File: src/rtl/win_switch_pkg.sv
package win_switch_pkg;
  typedef enum logic [1:0] {
    ST_IDLE = 2'd0,
    ST_WR   = 2'd1,
    ST_RD   = 2'd2,
    ST_WAIT = 2'd3
  } sw_state_e;
endpackage

File: src/rtl/win_addr_xlat.sv
module win_addr_xlat #(
  parameter int unsigned ADDR_W      = 32,
  parameter int unsigned IDX_W       = 4,
  parameter int unsigned REGION_LOG2 = 12,
  parameter logic [ADDR_W-1:0] WIN_BASE = 32'h1800_0000
) (
  input  logic [IDX_W-1:0]  core,
  input  logic [ADDR_W-1:0] rb_value,
  output logic [ADDR_W-1:0] win_addr,
  output logic              rb_match
);
  localparam int unsigned Q_W = ADDR_W - REGION_LOG2;

  logic [ADDR_W-1:0] rel;
  logic [Q_W-1:0]    quot;

  assign win_addr = WIN_BASE + (ADDR_W'(core) << REGION_LOG2);
  assign rel      = rb_value - WIN_BASE;
  assign quot     = rel[ADDR_W-1:REGION_LOG2];

  generate
    if (Q_W > IDX_W) begin : g_wide
      assign rb_match = (quot[Q_W-1:IDX_W] == '0) && (quot[IDX_W-1:0] == core);
    end else begin : g_exact
      assign rb_match = (quot == core[Q_W-1:0]);
    end
  endgenerate
endmodule

File: src/rtl/win_delay_timer.sv
module win_delay_timer #(
  parameter int unsigned DELAY_CYC = 2500
) (
  input  logic clk,
  input  logic rst_n,
  input  logic start,
  output logic expired
);
  localparam int unsigned TW = $clog2(DELAY_CYC + 1);

  logic [TW-1:0] cnt;
  logic          busy;

  assign expired = busy && (cnt == '0);

  always_ff @(posedge clk) begin
    if (!rst_n) begin
      cnt  <= '0;
      busy <= 1'b0;
    end else if (start) begin
      cnt  <= TW'(DELAY_CYC - 1);
      busy <= 1'b1;
    end else if (expired) begin
      busy <= 1'b0;
    end else if (busy) begin
      cnt <= cnt - 1'b1;
    end
  end

  AST_TMR_RANGE: assert property (@(posedge clk) disable iff (!rst_n)
    busy |-> (cnt <= TW'(DELAY_CYC - 1)));
  AST_TMR_COUNTS: assert property (@(posedge clk) disable iff (!rst_n)
    (busy && !expired && !start) |=> (busy && cnt == $past(cnt) - 1'b1));
endmodule

File: src/rtl/win_attempt_ctr.sv
module win_attempt_ctr #(
  parameter int unsigned MAX_RETRY = 3
) (
  input  logic clk,
  input  logic rst_n,
  input  logic clr,
  input  logic inc,
  output logic over
);
  localparam int unsigned AW = $clog2(MAX_RETRY + 2) + 1;

  logic [AW-1:0] cnt;

  assign over = (cnt > AW'(MAX_RETRY));

  always_ff @(posedge clk) begin
    if (!rst_n) begin
      cnt <= '0;
    end else if (clr) begin
      cnt <= '0;
    end else if (inc && !over) begin
      cnt <= cnt + 1'b1;
    end
  end

  AST_ATT_BOUND: assert property (@(posedge clk) disable iff (!rst_n)
    cnt <= AW'(MAX_RETRY + 1));
endmodule

File: src/rtl/win_switch_seq.sv
module win_switch_seq
  import win_switch_pkg::*;
#(
  parameter int unsigned ADDR_W      = 32,
  parameter int unsigned IDX_W       = 4,
  parameter int unsigned REGION_LOG2 = 12,
  parameter logic [ADDR_W-1:0] WIN_BASE = 32'h1800_0000,
  parameter int unsigned MAX_RETRY   = 3,
  parameter int unsigned CLK_MHZ     = 250,
  parameter int unsigned DELAY_US    = 10
) (
  input  logic              clk,
  input  logic              rst_n,
  input  logic              req_valid,
  output logic              req_ready,
  input  logic [IDX_W-1:0]  req_core,
  output logic              rsp_valid,
  output logic              rsp_err,
  output logic [IDX_W-1:0]  rsp_core,
  output logic              reg_req,
  output logic              reg_we,
  output logic [ADDR_W-1:0] reg_wdata,
  input  logic              reg_ack,
  input  logic              reg_fail,
  input  logic [ADDR_W-1:0] reg_rdata,
  output logic              mapped_valid,
  output logic [IDX_W-1:0]  mapped_core
);
  localparam int unsigned DELAY_CYC = (CLK_MHZ * DELAY_US < 1) ? 1 : CLK_MHZ * DELAY_US;

  sw_state_e        state;
  logic [IDX_W-1:0] core_q;
  logic             done_q, err_q;
  logic             map_v;
  logic [IDX_W-1:0] map_c;

  logic [ADDR_W-1:0] win_addr;
  logic              rb_match;
  logic              att_over;
  logic              tmr_expired;
  logic              accept, hit;
  logic              rd_ok, rd_miss;

  win_addr_xlat #(
    .ADDR_W(ADDR_W), .IDX_W(IDX_W), .REGION_LOG2(REGION_LOG2), .WIN_BASE(WIN_BASE)
  ) u_xlat (
    .core(core_q), .rb_value(reg_rdata), .win_addr(win_addr), .rb_match(rb_match)
  );

  assign req_ready = (state == ST_IDLE);
  assign accept    = req_valid && req_ready;
  assign hit       = map_v && (map_c == req_core);
  assign rd_ok     = (state == ST_RD) && reg_ack && !reg_fail;
  assign rd_miss   = rd_ok && !rb_match;

  win_attempt_ctr #(.MAX_RETRY(MAX_RETRY)) u_att (
    .clk(clk), .rst_n(rst_n),
    .clr(accept && !hit), .inc(rd_miss), .over(att_over)
  );

  win_delay_timer #(.DELAY_CYC(DELAY_CYC)) u_tmr (
    .clk(clk), .rst_n(rst_n),
    .start(rd_miss && !att_over), .expired(tmr_expired)
  );

  always_ff @(posedge clk) begin
    if (!rst_n) begin
      state  <= ST_IDLE;
      core_q <= '0;
      done_q <= 1'b0;
      err_q  <= 1'b0;
      map_v  <= 1'b0;
      map_c  <= '0;
    end else begin
      done_q <= 1'b0;
      err_q  <= 1'b0;
      unique case (state)
        ST_IDLE: begin
          if (accept) begin
            core_q <= req_core;
            if (hit) done_q <= 1'b1;
            else      state  <= ST_WR;
          end
        end
        ST_WR: begin
          if (reg_ack) begin
            if (reg_fail) begin
              err_q <= 1'b1;
              map_v <= 1'b0;
              state <= ST_IDLE;
            end else begin
              state <= ST_RD;
            end
          end
        end
        ST_RD: begin
          if (reg_ack) begin
            if (reg_fail || (!rb_match && att_over)) begin
              err_q <= 1'b1;
              map_v <= 1'b0;
              state <= ST_IDLE;
            end else if (rb_match) begin
              done_q <= 1'b1;
              map_v  <= 1'b1;
              map_c  <= core_q;
              state  <= ST_IDLE;
            end else begin
              state <= ST_WAIT;
            end
          end
        end
        ST_WAIT: begin
          if (tmr_expired) state <= ST_WR;
        end
        default: state <= ST_IDLE;
      endcase
    end
  end

  assign reg_req      = (state == ST_WR) || (state == ST_RD);
  assign reg_we       = (state == ST_WR);
  assign reg_wdata    = win_addr;
  assign rsp_valid    = done_q || err_q;
  assign rsp_err      = err_q;
  assign rsp_core     = core_q;
  assign mapped_valid = map_v;
  assign mapped_core  = map_c;

  AST_REG_HOLD: assert property (@(posedge clk) disable iff (!rst_n)
    (reg_req && !reg_ack) |=> (reg_req && $stable(reg_we) && $stable(reg_wdata)));
  AST_WR_THEN_RD: assert property (@(posedge clk) disable iff (!rst_n)
    (reg_req && reg_we && reg_ack && !reg_fail) |=> (reg_req && !reg_we));
  AST_FAIL_ENDS: assert property (@(posedge clk) disable iff (!rst_n)
    (reg_req && reg_ack && reg_fail) |=> (!reg_req && rsp_valid && rsp_err));
  AST_OK_RECORDS: assert property (@(posedge clk) disable iff (!rst_n)
    (rsp_valid && !rsp_err) |-> (mapped_valid && mapped_core == rsp_core));
  AST_HIT_SILENT: assert property (@(posedge clk) disable iff (!rst_n)
    (req_valid && req_ready && mapped_valid && req_core == mapped_core)
      |=> (!reg_req && rsp_valid && !rsp_err));
  AST_ERR_UNMAPS: assert property (@(posedge clk) disable iff (!rst_n)
    (rsp_valid && rsp_err) |-> !mapped_valid);
  AST_BUSY_NOT_READY: assert property (@(posedge clk) disable iff (!rst_n)
    reg_req |-> !req_ready);
endmodule

File: config.mk
export PLATFORM = sky130hd
export DESIGN_NAME = win_switch_seq
export DESIGN_NICKNAME = d
export VERILOG_FILES = /design/src/rtl/win_switch_pkg.sv /design/src/rtl/win_addr_xlat.sv /design/src/rtl/win_delay_timer.sv /design/src/rtl/win_attempt_ctr.sv /design/src/rtl/win_switch_seq.sv
export SDC_FILE = /design/constraint.sdc
export NUM_CORES = 1
export LEC_CHECK = 0
export ABC_AREA = 0
export CELL_PAD_IN_SITES_DETAIL_PLACEMENT = 1
export CELL_PAD_IN_SITES_GLOBAL_PLACEMENT = 1
export CORE_ASPECT_RATIO = 1.5
export CORE_MARGIN = 2
export CORE_UTILIZATION = 30
export DETAILED_ROUTE_END_ITERATION = 8
export HOLD_SLACK_MARGIN = 0.1
export PLACE_DENSITY = 0.84
export SYNTH_ARGS = -nofsm -noshare
export SYNTH_HDL_FRONTEND = slang
export SYNTH_HIERARCHICAL = 1
export SYNTH_SLANG_ARGS = --single-unit
File: constraint.sdc
create_clock -name clk -period 4.5 [get_ports clk]
set_input_delay 0.9 -clock clk [delete_from_list [all_inputs] [get_ports clk]]
set_output_delay 0.9 -clock clk [all_outputs]
set_load 0.02 [all_outputs]
; Word level (Yosys, flattened, before mapping)
; Index checks and enable logic that the tools add are counted.
[word_totals]
reg_bits = 30
out_inout_bits = 46
elab_cells = 93
[op_classes]
add_sub_neg = 4
order_cmp = 1
eq_ne = 13
n_mux = 31
bitwise_logic = 3
reduce_logical = 31
[op_table]
columns = op, count
row1 = $mux 12, 3
row2 = $sub 32x29->32 const B, 1
row3 = $add 29x16->30 const A, 1
row4 = $logic_not 16->1, 1
row5 = $mux 1, 16
row6 = $mux 2, 8
row7 = $logic_not 12->1, 1
row8 = $sub 12x1->12 const B, 1
row9 = $logic_and 1x1->1, 10
row10 = $reduce_and 5->1, 2
row11 = $eq 4x4->1, 2
row12 = $ne 2x1->1 const B, 4
row13 = $pmux 2 s4, 1
row14 = $ne 2x2->1 const B, 3
row15 = $pmux 1 s2, 3
row16 = $reduce_and 2->1, 3
row17 = $reduce_bool 2->1, 3
row18 = $add 4x1->4 const B, 1
row19 = $eq 2x2->1 const B, 2
row20 = $gt 4x2->1 const B, 1
row21 = $logic_not 1->1, 4
row22 = $reduce_and 4->1, 1
row23 = $reduce_or 2->1, 2
row24 = $logic_or 1x1->1, 3
row25 = 4 further kinds, 6

; Logic depth before layout (Yosys ltp)
[logic_depth]
depth_word = 9
mapped_depth = 9
ltp_nobuf = 8

; By module
; Netlist, hierarchy kept.
[by_module_without_submodules]
columns = module, instances, cells_each, area_each_um2, seq_area_each_um2
row1 = win_switch_seq, 1, 80, 708.2, 260.2
row2 = win_delay_timer, 1, 75, 679.4, 260.2
row3 = win_addr_xlat, 1, 50, 382.9, 0.0
row4 = win_attempt_ctr, 1, 19, 186.4, 80.1

; Worst setup path after synthesis
; No wires, ideal clock.
[synth_path]
path_kind = input to register
startpoint = in reg_rdata[27]
endpoint = reg u_tmr.cnt[10]
setup_ns = 0.059
arrival_time_ns = 2.780
required_time_ns = 4.441
slack_ns = 1.661
path_stages = 9
path_buffers = 1
cell_sequence = ha_1 -> nor4_2 -> nand4_1 -> nor3_1 -> nor3_1 -> clkbuf_1 -> nand2b_1 -> a211oi_1 -> a31o_1
[synth_via]
elab_chain_cells = 7
[synth_rtl]
columns = item, line
row1 = start: declaration, win_switch_seq.sv:25  ; input logic [ADDR_W-1:0] reg_rdata,
row2 = $sub 32x29->32, win_addr_xlat.sv:18  ; assign rel = rb_value - WIN_BASE;
row3 = $logic_not 16->1, win_addr_xlat.sv:23  ; assign rb_match = (quot[Q_W-1:IDX_W] == '0) && (quot[IDX_W-1:0] == core);
row4 = $logic_and 1x1->1, win_addr_xlat.sv:23
row5 = via rb_match, win_switch_seq.sv:38  ; logic rb_match;
row6 = $logic_not 1->1, win_switch_seq.sv:54  ; assign rd_miss = rd_ok && !rb_match;
row7 = $logic_and 1x1->1, win_switch_seq.sv:54
row8 = $logic_and 1x1->1, win_switch_seq.sv:63  ; .start(rd_miss && !att_over), .expired(tmr_expired)
row9 = $reduce_or 2->1 (no source line), -
row10 = end signal: assignment, win_delay_timer.sv:21  ; cnt <= TW'(DELAY_CYC - 1);
row11 = end signal: assignment, win_delay_timer.sv:26  ; cnt <= cnt - 1'b1;
row12 = end: declaration, win_delay_timer.sv:11  ; logic [TW-1:0] cnt;
; The timed path passes the listed nets, and every way through them passes these cells.
; A chain may end at the register's enable or synchronous reset.

; Worst setup path in the final report
; Same ends and word-level chain as after synthesis.

==> results.yml <==
route:
  avgRoutedWirePerCell_um: 13.6
  first_pass_iters: 4
  drt-initial-drc-count: 77
  vias: 1686
  wl_um: 4680
  vias_per_cell: 4.90
  postRouteAntennaNets: 0
  drc: 0
die:
  coreArea_um2: 6400
  ios: 87
  die_area_um2: 7200
  die_w_um: 69.9
  start_util_pct: 30.6
  die_h_um: 103
  rows: 36
sta:
  maxSlewViolCount: 0
  fin_crit_sh_pct: 70.1
  tns_ps: 0
  setup_violations: 0
  maxSlewHeadroom_pct: 62.2
  hold_violations: 0
  max_freq_mhz: 317
  grt_setup_unrepaired: "no"
  whs_ps: 489
  worst_slew_pin_slew_ps: 562
  clock_skew_ps: 11.7
  period_minus_slack_ps: 3160
  fin_ws_ps: 1340
global_routing:
  grt_max_degree: 18
  track_usage_pct: 13.5
  grt_antenna_before_repair: 0
  grt_pass1_wl_um: 7710
  gr-total-overflow: 0
  grt_pass1_vias: 1668
power:
  ir_drop_uv: 131
  switching_share_pct: 29.1
  p_int_mw: 0.539
  p_sw_mw: 0.221
  pwr-share-clk_pct: 36.8
  leakage_nw: 0.990
  powerDensity_nw_per_um2: 307
  seqPwrFrac_pct: 37.6
  p_comb_share_pct: 25.6
synth:
  yosys_most_used_dff: "dfxtp_1"
  netlist_area_um2: 1960
  synthCells: 224
  synth_fa_ha_area_share_pct: 4.48
  synth_compound_area_share_pct: 14.8
  postSynthAreaPerCell_um2: 8.74
  ys_seq_area_share_pct: 30.7
  yosys-top-cells-area: "dfxtp_1, buf_4, mux2i_1"
  synth_edf_count: 0
  yosys.area.top_type_share_pct: 30.7
  yosysUniqueCellTypes: 47
  yosys.area.top_type: "dfxtp_1"
  synth_xor_area_share_pct: 5.82
  async_reset_ff_share_pct: 0
  synth_seq_cells: 30
  synthMuxAreaShare_pct: 5.12
  synth_top_family_by_area: "simple AND/OR/NAND/NOR gates"
  synth_commonest_cells: "buf_4, dfxtp_1, nand2_1, inv_1"
  yosys.cell_count.top_type: "buf_4"
  yosysWarnings: 6
  yosys.area_share.simple_pct: 22.5
placement:
  gp_congestion: 0.767
  dp_cells: 337
  dp_slack_ps: 988
  io_buffers: 46
  hpwl_um: 3700
critical_path:
  cp_max_fo: 8
  cp-start-kind: "input port"
  critPathRequiredTime_ps: 4730
  arrival_ps: 3390
  crit_type: "in2reg"
  end_kind: "flop"
status:
  status: "finished, final reports clean"
clock_network:
  cts_setup_buffers: 0
  cts_buffer_depth: 2
  postCtsResizedCells: 0
  cts_tree: "yes"
  cts_root_buf: "clkbuf_8"
  hold_buffers: 0
  clock_latency_ps: 280
  htreeDepth: 2
  cts_made_buffers: 5
  clk_pin_slew_ps: 70
  clock_sinks: 30
cells_and_area:
  antenna_cells: 0
  fin_cells: 344
  layout-drive-gt1-share_pct: 6.34
  utilization_pct: 38.7
  area_delta_synth_final_pct: 26.5
  layout.nets: 316
run:
  maxCapViolations: 0
worst_hold_path:
  hold_path.class: "reg2reg"
## sequential cells by signal, summed over array words and instances (netlist names)
register	flops
done_q	1
mapped_core	4
mapped_valid	1
rsp_core	4
rsp_err	1
state	2
u_att/cnt	4
u_tmr/busy	1
u_tmr/cnt	12
## final timing paths
kind                   endpoint  cells past startpoint  slack (ps)           from
setup / recovery  u_tmr/cnt[10]                     11        1340  reg_rdata[27]
hold / removal     u_att/cnt[3]                      2         490   u_att/cnt[3]
setup reg to reg  u_tmr/cnt[10]                      9        2440    rsp_core[1]
hold reg to reg    u_att/cnt[3]                      2         490   u_att/cnt[3]
## routing by layer
layer / wire (um) / part of all wire [%] / global-route usage (%) / vias to the layer above
met4: 72 / 1.5 / 5.47 / 0
li1: - / - / - / 814
met5: 0 / 0 / 0 / -
met1: 1800 / 38 / 13.5 / 796
met2: 2510 / 54 / 26.6 / 70
met3: 298 / 6.4 / 3.32 / 6
## logic make-up (layout without fill, tap and decap cells)
| kind of cell | Yosys count | in the layout |
|---|---|---|
| other cells | 2 | 28 |
| simple gates | 74 | 74 |
| buf+inv | 51 | 69 |
| fa+ha+maj | 7 | 7 |
| compound gates | 37 | 37 |
| flops | 30 | 30 |
| mux | 10 | 10 |
| xor+xnor | 13 | 13 |
## power groups by stage
| stage | logic [mW] | registers [mW] | clock network, mW |
|---|---|---|---|
| floorplan | 0.132 | 0.294 | 0 |
| global route | 0.211 | 0.287 | 0.300 |
| finish | 0.194 | 0.285 | 0.280 |
| detailed placement | 0.196 | 0.292 | 0 |
| CTS | 0.197 | 0.286 | 0.288 |
| global placement | 0.193 | 0.291 | 0 |
## placed cells by master (no fill, tap or decap), types with 6 or more instances in the layout
cell              n
clkdlybuf4s50_1  46
ha_1              7
nor2b_1           6
nand2_1          16
nor3_1            6
dfxtp_1          30
xnor2_1           8
nor2_1           10
mux2i_1          10
inv_1            13
conb_1           28
clkbuf_8          6
## worst max-delay path, cell delays in order
cell and delay [ps]:
clkdlybuf4s50_1 450, ha_1 330, nor4_2 250, nand4_1 120, nor3_1 260, buf_4 180, nor3_1 50, buf_4 160
nand2b_1 270, a211oi_1 300, a31o_1 120
## stage by stage
stage / cell area [um2] / power (mW)
2_1_floorplan: 2050 / 0.426
5_1_grt: 2480 / 0.798
6_report: 2480 / 0.759
3_3_place_gp: 2360 / 0.484
3_5_place_dp: 2360 / 0.488
4_1_cts: 2480 / 0.771
## cell type report
| cell class | instances | area (um2) |
|---|---|---|
| Tap cell | 76 | 95.1 |
| Sequential cell | 30 | 601 |
| Timing Repair Buffer | 49 | 483 |
| Multi-Input combinational cell | 169 | 1140 |
| Clock buffer | 6 | 82.6 |
| Clock inverter | 1 | 30.0 |
| Inverter | 13 | 48.8 |
| Fill cell | 778 | 3920 |
(Power assumes the default switching activity.)
